**config.mk**
```make
export PLATFORM = sky130hd
export DESIGN_NAME = i2s_loopback
export DESIGN_NICKNAME = d
export VERILOG_FILES = /design/src/rtl/i2s_lb_pkg.sv /design/src/rtl/i2s_lb_sync.sv /design/src/rtl/i2s_lb_edge.sv /design/src/rtl/i2s_lb_rx.sv /design/src/rtl/i2s_lb_tx.sv /design/src/rtl/i2s_loopback.sv
export SDC_FILE = /design/constraint.sdc
export NUM_CORES = 1
export LEC_CHECK = 0
export ABC_AREA = 0
export ABC_CLOCK_PERIOD_IN_PS = 3360
export BUFFER_PORTS_ARGS = -buffer_cell sky130_fd_sc_hd__buf_2
export CORE_MARGIN = 2
export CORE_UTILIZATION = 58
export DETAILED_ROUTE_END_ITERATION = 16
export GPL_TIMING_DRIVEN = 0
export PLACE_DENSITY_LB_ADDON = 0.15
export SYNTH_ARGS = -nofsm -noshare
export SYNTH_HDL_FRONTEND = slang
export SYNTH_SLANG_ARGS = --single-unit
export TNS_END_PERCENT = 100
```
**constraint.sdc**
```tcl
create_clock -name clk_i -period 3.36 [get_ports clk_i]
set_input_delay 0.336 -clock clk_i [delete_from_list [all_inputs] [get_ports clk_i]]
set_output_delay 0.336 -clock clk_i [all_outputs]
set_load 0.01 [all_outputs]
```
**src/rtl/i2s_lb_pkg.sv**
```systemverilog
package i2s_lb_pkg;
  typedef struct packed {
    logic bclk;
    logic ws;
    logic sd;
  } i2s_lines_t;

  localparam int LINE_W = $bits(i2s_lines_t);
endpackage

```
**src/rtl/i2s_lb_sync.sv**
```systemverilog
module i2s_lb_sync #(
  parameter int WIDTH  = 3,
  parameter int STAGES = 2
) (
  input  logic             clk_i,
  input  logic             rst_ni,
  input  logic [WIDTH-1:0] async_i,
  output logic [WIDTH-1:0] sync_o
);
  logic [STAGES-1:0][WIDTH-1:0] stage_q, stage_d;

  always_comb begin
    stage_d[0] = async_i;
    for (int s = 1; s < STAGES; s++) begin
      stage_d[s] = stage_q[s-1];
    end
  end

  always_ff @(posedge clk_i or negedge rst_ni) begin
    if (!rst_ni) stage_q <= '0;
    else         stage_q <= stage_d;
  end

  assign sync_o = stage_q[STAGES-1];
endmodule

```
**src/rtl/i2s_lb_edge.sv**
```systemverilog
module i2s_lb_edge
  import i2s_lb_pkg::*;
(
  input  logic       clk_i,
  input  logic       rst_ni,
  input  i2s_lines_t lines_i,
  output logic       rise_o,
  output logic       fall_o
);
  logic bclk_prev_q;

  always_ff @(posedge clk_i or negedge rst_ni) begin
    if (!rst_ni) bclk_prev_q <= 1'b0;
    else         bclk_prev_q <= lines_i.bclk;
  end

  assign rise_o =  lines_i.bclk & ~bclk_prev_q;
  assign fall_o = ~lines_i.bclk &  bclk_prev_q;
endmodule

```
**src/rtl/i2s_lb_rx.sv**
```systemverilog
module i2s_lb_rx #(
  parameter int W = 16
) (
  input  logic         clk_i,
  input  logic         rst_ni,
  input  logic         rise_i,
  input  logic         ws_i,
  input  logic         sd_i,
  output logic         slot_start_o,
  output logic [W-1:0] left_o,
  output logic [W-1:0] right_o,
  output logic         valid_o
);
  localparam int CNT_W = $clog2(W + 1);
  localparam logic [CNT_W-1:0] FULL = CNT_W'(W);

  logic             primed_q, primed_d;
  logic             aligned_q, aligned_d;
  logic             ws_last_q, ws_last_d;
  logic [CNT_W-1:0] pos_q, pos_d;
  logic [W-1:0]     shift_q, shift_d;
  logic [W-1:0]     left_q, left_d, right_q, right_d;
  logic             valid_q, valid_d;
  logic [W-1:0]     word_done;

  assign slot_start_o = rise_i & primed_q & (ws_i != ws_last_q);
  assign word_done    = (pos_q < FULL) ? {shift_q[W-2:0], sd_i} : shift_q;

  always_comb begin
    primed_d  = primed_q;
    aligned_d = aligned_q;
    ws_last_d = ws_last_q;
    pos_d     = pos_q;
    shift_d   = shift_q;
    left_d    = left_q;
    right_d   = right_q;
    valid_d   = 1'b0;
    if (rise_i) begin
      if (!primed_q) begin
        primed_d  = 1'b1;
        ws_last_d = ws_i;
        pos_d     = '0;
        shift_d   = '0;
      end else if (slot_start_o) begin
        if (aligned_q) begin
          if (ws_last_q) begin
            right_d = word_done;
            valid_d = 1'b1;
          end else begin
            left_d = word_done;
          end
        end
        aligned_d = 1'b1;
        ws_last_d = ws_i;
        pos_d     = '0;
        shift_d   = '0;
      end else if (pos_q < FULL) begin
        shift_d = {shift_q[W-2:0], sd_i};
        pos_d   = pos_q + 1'b1;
      end
    end
  end

  always_ff @(posedge clk_i or negedge rst_ni) begin
    if (!rst_ni) begin
      primed_q  <= 1'b0;
      aligned_q <= 1'b0;
      ws_last_q <= 1'b0;
      pos_q     <= '0;
      shift_q   <= '0;
      left_q    <= '0;
      right_q   <= '0;
      valid_q   <= 1'b0;
    end else begin
      primed_q  <= primed_d;
      aligned_q <= aligned_d;
      ws_last_q <= ws_last_d;
      pos_q     <= pos_d;
      shift_q   <= shift_d;
      left_q    <= left_d;
      right_q   <= right_d;
      valid_q   <= valid_d;
    end
  end

  assign left_o  = left_q;
  assign right_o = right_q;
  assign valid_o = valid_q;
endmodule

```
**src/rtl/i2s_lb_tx.sv**
```systemverilog
module i2s_lb_tx #(
  parameter int W = 16
) (
  input  logic         clk_i,
  input  logic         rst_ni,
  input  logic         fall_i,
  input  logic         load_i,
  input  logic [W-1:0] load_word_i,
  output logic         sd_o
);
  localparam int CNT_W = $clog2(W + 1);
  localparam logic [CNT_W-1:0] FULL = CNT_W'(W);

  logic [W-1:0]     shift_q, shift_d;
  logic [CNT_W-1:0] pos_q, pos_d;
  logic             sd_q, sd_d;

  always_comb begin
    shift_d = shift_q;
    pos_d   = pos_q;
    sd_d    = sd_q;
    if (load_i) begin
      shift_d = load_word_i;
      pos_d   = '0;
    end else if (fall_i) begin
      if (pos_q < FULL) begin
        sd_d    = shift_q[W-1];
        shift_d = {shift_q[W-2:0], 1'b0};
        pos_d   = pos_q + 1'b1;
      end else begin
        sd_d = 1'b0;
      end
    end
  end

  always_ff @(posedge clk_i or negedge rst_ni) begin
    if (!rst_ni) begin
      shift_q <= '0;
      pos_q   <= '0;
      sd_q    <= 1'b0;
    end else begin
      shift_q <= shift_d;
      pos_q   <= pos_d;
      sd_q    <= sd_d;
    end
  end

  assign sd_o = sd_q;
endmodule

```
**src/rtl/i2s_loopback.sv**
```systemverilog
module i2s_loopback
  import i2s_lb_pkg::*;
#(
  parameter int SAMPLE_W    = 16,
  parameter int SYNC_STAGES = 2
) (
  input  logic                clk_i,
  input  logic                rst_ni,
  input  logic                bclk_i,
  input  logic                ws_i,
  input  logic                sd_i,
  output logic                sd_o,
  output logic [SAMPLE_W-1:0] left_o,
  output logic [SAMPLE_W-1:0] right_o,
  output logic                valid_o
);
  logic [1:0]    rst_pipe_q;
  logic          rst_int_n;
  i2s_lines_t    raw_lines, sync_lines;
  logic          bclk_rise, bclk_fall, slot_start;
  logic [SAMPLE_W-1:0] tx_word;

  always_ff @(posedge clk_i or negedge rst_ni) begin
    if (!rst_ni) rst_pipe_q <= '0;
    else         rst_pipe_q <= {rst_pipe_q[0], 1'b1};
  end
  assign rst_int_n = rst_pipe_q[1];

  assign raw_lines = '{bclk: bclk_i, ws: ws_i, sd: sd_i};

  i2s_lb_sync #(.WIDTH(LINE_W), .STAGES(SYNC_STAGES)) sync_i (
    .clk_i  (clk_i),
    .rst_ni (rst_int_n),
    .async_i(raw_lines),
    .sync_o (sync_lines)
  );

  i2s_lb_edge edge_i (
    .clk_i  (clk_i),
    .rst_ni (rst_int_n),
    .lines_i(sync_lines),
    .rise_o (bclk_rise),
    .fall_o (bclk_fall)
  );

  i2s_lb_rx #(.W(SAMPLE_W)) rx_i (
    .clk_i       (clk_i),
    .rst_ni      (rst_int_n),
    .rise_i      (bclk_rise),
    .ws_i        (sync_lines.ws),
    .sd_i        (sync_lines.sd),
    .slot_start_o(slot_start),
    .left_o      (left_o),
    .right_o     (right_o),
    .valid_o     (valid_o)
  );

  assign tx_word = sync_lines.ws ? right_o : left_o;

  i2s_lb_tx #(.W(SAMPLE_W)) tx_i (
    .clk_i      (clk_i),
    .rst_ni     (rst_int_n),
    .fall_i     (bclk_fall),
    .load_i     (slot_start),
    .load_word_i(tx_word),
    .sd_o       (sd_o)
  );
endmodule

```
After elaboration in Yosys (flattened, before gate mapping)

Cells that the tools add are included.

Bitwise gates (word level): 8
Add/subtract/negate cells: 2
Reductions and logical operators: 9
$lt $le $gt $ge: 2
Equal/unequal tests: 3
Multiplexer cells: 21

Operator list:

| cell                                                  | count |
|---|---|
| two-way mux 16 bit                                    | 7 |
| two-way mux 5 bit                                     | 6 |
| adder 5 x 1 -> 5 bit, second input constant           | 2 |
| < comparator 5 bit, second input constant             | 2 |
| AND reduction 5 bit                                   | 2 |
| two-way mux 1 bit                                     | 8 |
| AND reduction 2 bit                                   | 4 |
| bitwise AND 1 bit                                     | 4 |
| NOT 1 bit                                             | 4 |
| nonzero test 2 bit                                    | 2 |
| inequality test 3 x 2 -> 1 bit, second input constant | 1 |
| AND reduction 3 bit                                   | 1 |
| inequality test 2 x 1 -> 1 bit, second input constant | 1 |
| inequality test 1 bit                                 | 1 |

Logic and storage cells: 60
Flip-flop bits (word level): 88

Longest topological paths before layout

Depth in word-level cells: 7
Mapped depth: 6
Depth with buffers taken out: 4

Hierarchy

A second synthesis with hierarchy kept.

Cells, all modules: 281
Area, all modules: 4013.8 um^2

By module, submodules not included:

| module       | sequential area each (um^2) | times used | area each (um^2) | cells an instance |
|---|---|---|---|---|
| i2s_lb_rx    | 1426.4                      | 1          | 2464.9           | 156 |
| i2s_lb_tx    | 550.5                       | 1          | 1056.0           | 95 |
| i2s_loopback | 50.0                        | 1          | 302.8            | 21 |
| i2s_lb_sync  | 150.1                       | 1          | 150.1            | 6 |
| i2s_lb_edge  | 25.0                        | 1          | 40.0             | 3 |

Worst setup path before layout

Ideal clock, no wire load.

Path type: register to register
Start point: register edge_i.bclk_prev_q
End point: register rx_i.left_q[10] (netlist: rx_i.left_o[10])
Slack: 1.674 ns
Arrival: 1.561 ns
Period minus slack after synthesis: 1.686 ns
Data required time: 3.235 ns
Path buffers: 1
Library setup time: 0.125 ns
Stages on the path, launching flop included: 5
Cells stage by stage: dfrtp_1 -> nand4b_4 -> nor3b_2 -> buf_6 -> mux2_2

Word-level cells in the longest chain between the ends: 5

Ends and longest elaborated chain:

| item                              | line              | RTL |
|---|---|---|
| start: declaration                | i2s_lb_edge.sv:10 | `logic bclk_prev_q;` |
| start signal: assignment          | i2s_lb_edge.sv:14 | `else bclk_prev_q <= lines_i.bclk;` |
| NOT 1 bit (*)                     | i2s_lb_edge.sv:17 | `assign rise_o = lines_i.bclk & ~bclk_prev_q;` |
| bitwise AND 1 bit (*)             | i2s_lb_edge.sv:17 |  |
| bitwise AND 1 bit (2 in a row)    | i2s_lb_rx.sv:26   | `assign slot_start_o = rise_i & primed_q & (ws_i != ws_last_q);` |
| AND reduction 5 bit (no line) (*) | -                 |  |
| end signal: assignment            | i2s_lb_rx.sv:80   | `left_q <= left_d;` |
| end: declaration                  | i2s_lb_rx.sv:22   | `logic [W-1:0] left_q, left_d, right_q, right_d;` |

Mark *: on every way between the ends. The rest lies on a longest branch, timed or not.
A chain may end at the register's enable or synchronous reset.

Worst setup path after layout

Start point: register edge_i.bclk_prev_q
End point: register rx_i.left_q[12] (netlist: rx_i.left_o[12])

The elaborated chain is that of the path after synthesis.

==> summary.txt <==
Status
  • Status: finished, final reports clean

Global route
  • All-Layer GR Usage: 22.3%
  • Initial antenna violation count: 0
  • Number of global-route vias before repair: 2489
  • Largest net degree at the start of global routing: 45
  • Total gr overflow: 0
  • Global-route wire length before repair: 12500 um

STA
  • Worst Hold Slack: 0.0946 ns
  • Worst setup margin: 1.30 ns
  • Final TNS setup: 0 ns
  • Layout Skew: 0.0136 ns
  • RSZ-0062 raised after global routing: no
  • Setup Viol. Count Final: 0
  • Part of the cycle the worst path needs: 61.3%
  • Final Hold Viols: 0
  • Slew Limit Headroom: 51.4%
  • Min Tclk post-route: 2.06 ns
  • Maximum clock frequency: 486 MHz
  • Slew @ Worst Pin: 0.725 ns
  • Max Slew Vio Count: 0

Route
  • Vias post-DR: 2440
  • Routed WL: 7370 um
  • Routed len/inst: 17.3 um
  • Via density: 5.74
  • Post-route ant nets: 0
  • Residual DRC: 0
  • DR pass1 iterations: 4
  • DR iter-0 viols: 138

Worst hold path
  • WHS Path Cells: 1
  • Hold Path Sink: sync_i.stage_d[5]$_DFF_PN0_
  • HP Class: in2reg
  • Min-delay src: bclk_i

Floorplanning
  • I/O pins: 39
  • Core area: 6390 um^2
  • Row Count: 29
  • Chip width: 85.4 um
  • Initial Util: 60.1%
  • Die area: 7290 um^2
  • Die H: 85.4 um

Logic synthesis
  • Post-synth EDFFs: 0
  • Sequential fraction of the synthesis area: 57.4%
  • Yosys top cell area share: 57.4%
  • Mapped Area: 3840 um^2
  • Post-Syn Instances: 293
  • Syn_nets: 300
  • Syn Area/Cell: 13.1 um^2
  • Count leader, synth: dfrtp_1
  • Synth cell types: 37
  • Ys Warns: 0
  • Most frequent cells after synthesis: 88 x dfrtp_1, 49 x mux2_2, 21 x nand2_1
  • Top post-synthesis cells by area: dfrtp_1 57%, mux2_2 14%, mux2i_1 4.7%
  • Synth area leader: dfrtp_1
  • Synthesis-stage register bit count: 88
  • Async set-reset flop share out of synthesis: 100%
  • Top FF cell, synth: dfrtp_1

Run
  • Max-cap viol count: 0

CTS
  • Clk Latency, worst-skew pair: 0.35 ns
  • Root buf cell: clkbuf_8
  • H-Tree Depth: 3
  • Post-CTS resize count: 0
  • CTS sink cnt: 88
  • TritonCTS clock tree: done
  • Clock transition at path regs: 0.08 ns
  • CTS Buf Count: 9
  • Clock buffer depth: 2

Place
  • RePlAce Congestion: 0.742
  • Placed cell area: 4150 um^2
  • Placed Cells: 409
  • DP HPWL: 4960 um
  • Pre-CTS WS: 1.31 ns
  • PortBufs: 38

Pwr
  • Post-layout power: 2.20 mW
  • LEAKAGE: 2.14 nW
  • PwrDens: 506 nW/um^2
  • VDD IR-drop max: 0.000343 V

Critical path
  • FF-to-FF Start: edge_i.bclk_prev_q$_DFF_PN0_
  • Critical path class: reg2reg
  • Worst R2R End: rx_i.left_o[12]$_DFFE_PN0P_
  • Crit. End Element: register
  • Critical Path RT: 3.59 ns
  • Worst R2R Path Depth: 4
  • CP max FO: 10
  • CP Launch Type: register
  • Reg2reg setup slack: 1.30 ns
  • CP arrival: 2.29 ns

Finish
  • Final Util: 68.1%
  • Fillers: 509
  • Share of cells above drive strength 1: 34.8%
  • Final instance area: 4350 um^2
  • Diodes inserted: 0
  • Fin cells: 425
  • Area growth from synthesis to layout: 13.2%
  • # nets final: 351
-- registers in the layout, summed over array words and instances, names as in the netlist, 2 cells and up --
register,flops
tx_i.shift_q,16
rx_i.left_o,16
sync_i.stage_d,3
rx_i.pos_q,5
rx_i.shift_q,16
tx_i.pos_q,5
rx_i.right_o,16
rst_pipe_q,2
sync_i.sync_o,3
-- critical path, stage by stage (launching register included) --
cell	delay [ns]
dfrtp_1	0.47
nand4b_4	0.23
nor3b_2	0.64
buf_6	0.26
mux2_2	0.34
-- logic make-up (layout without fill, tap and decap cells) --
logic type	after synthesis	count (layout)	synth area share, %
other	1	1	0.0977
AOI/OAI and AO/OA	48	48	9.75
buffers and inverters	35	90	4.63
muxes	67	67	19.1
and+or+nand+nor	50	50	7.99
DFF	88	88	57.4
xor gates and xnor gates	2	2	0.456
adders and majority gates	2	2	0.652
-- repair_timing --
item                                   in CTS  in global routing
setup buffers                               0                  0
endpoints found under the hold margin       2                  0
hold buffers                                1                  0
-- layout by cell type, fill, tap and decap left out, drive strengths merged, types with 2 or more instances in the layout --
cell,n
a21oi,5
nand3,2
o221ai,14
mux2,49
xnor2,2
nand2,21
buf,53
nand2b,6
a31oi,2
nor2,5
nand4b,2
and4b,3
dfrtp,88
clkbuf,16
or3,2
ha,2
o21ai,6
inv,17
nor3b,4
mux2i,18
a22o,17
-- layout make-up --
type                    instances  area [um^2]  share of cell area [%]
clock buffers                  12          145                    3.34
well taps                      77         96.3                    2.22
plain buffers                  18          114                    2.62
multi-input cells             170         1460                    33.6
flip-flops and latches         88         2210                    50.7
inverters                      17         63.8                    1.47
repair buffers                 40          220                    5.07
clock inverters                 3         42.5                   0.979
-- routing by layer --
layer	part of all wire, %	global-route usage [%]	wire, um	vias to the layer above
met1	49	32.1	3580	1219
met3	2.8	5.06	209	13
met2	47	34.4	3450	49
met5	0	0	0	-
li1	-	-	-	1159
met4	1.8	6.20	130	0
-- where the power goes --
part | internal, mW | leakage [nW] | switching (mW) | total, mW
logic | 0.127 | 0.869 | 0.138 | 0.265
clock network | 0.360 | 0.0925 | 0.352 | 0.712
registers | 1.15 | 1.18 | 0.0763 | 1.22
total | 1.63 | 2.14 | 0.566 | 2.20
-- how the worst max path moves through the flow --
stage / startpoint / cells after the start / end
after global routing: edge_i.bclk_prev_q$_DFF_PN0_ / 4 / rx_i.left_o[14]$_DFFE_PN0P_
after floorplan: rst_pipe_q[1]$_DFF_PN0_ / 0 / edge_i.bclk_prev_q$_DFF_PN0_
after detailed placement: edge_i.bclk_prev_q$_DFF_PN0_ / 4 / rx_i.left_o[13]$_DFFE_PN0P_
after CTS: edge_i.bclk_prev_q$_DFF_PN0_ / 4 / rx_i.left_o[12]$_DFFE_PN0P_
final: edge_i.bclk_prev_q$_DFF_PN0_ / 4 / rx_i.left_o[12]$_DFFE_PN0P_
after global placement: rst_pipe_q[1]$_DFF_PN0_ / 0 / tx_i.shift_q[6]$_DFFE_PN0P_
Note: power is estimated with default switching activity, not from simulation.
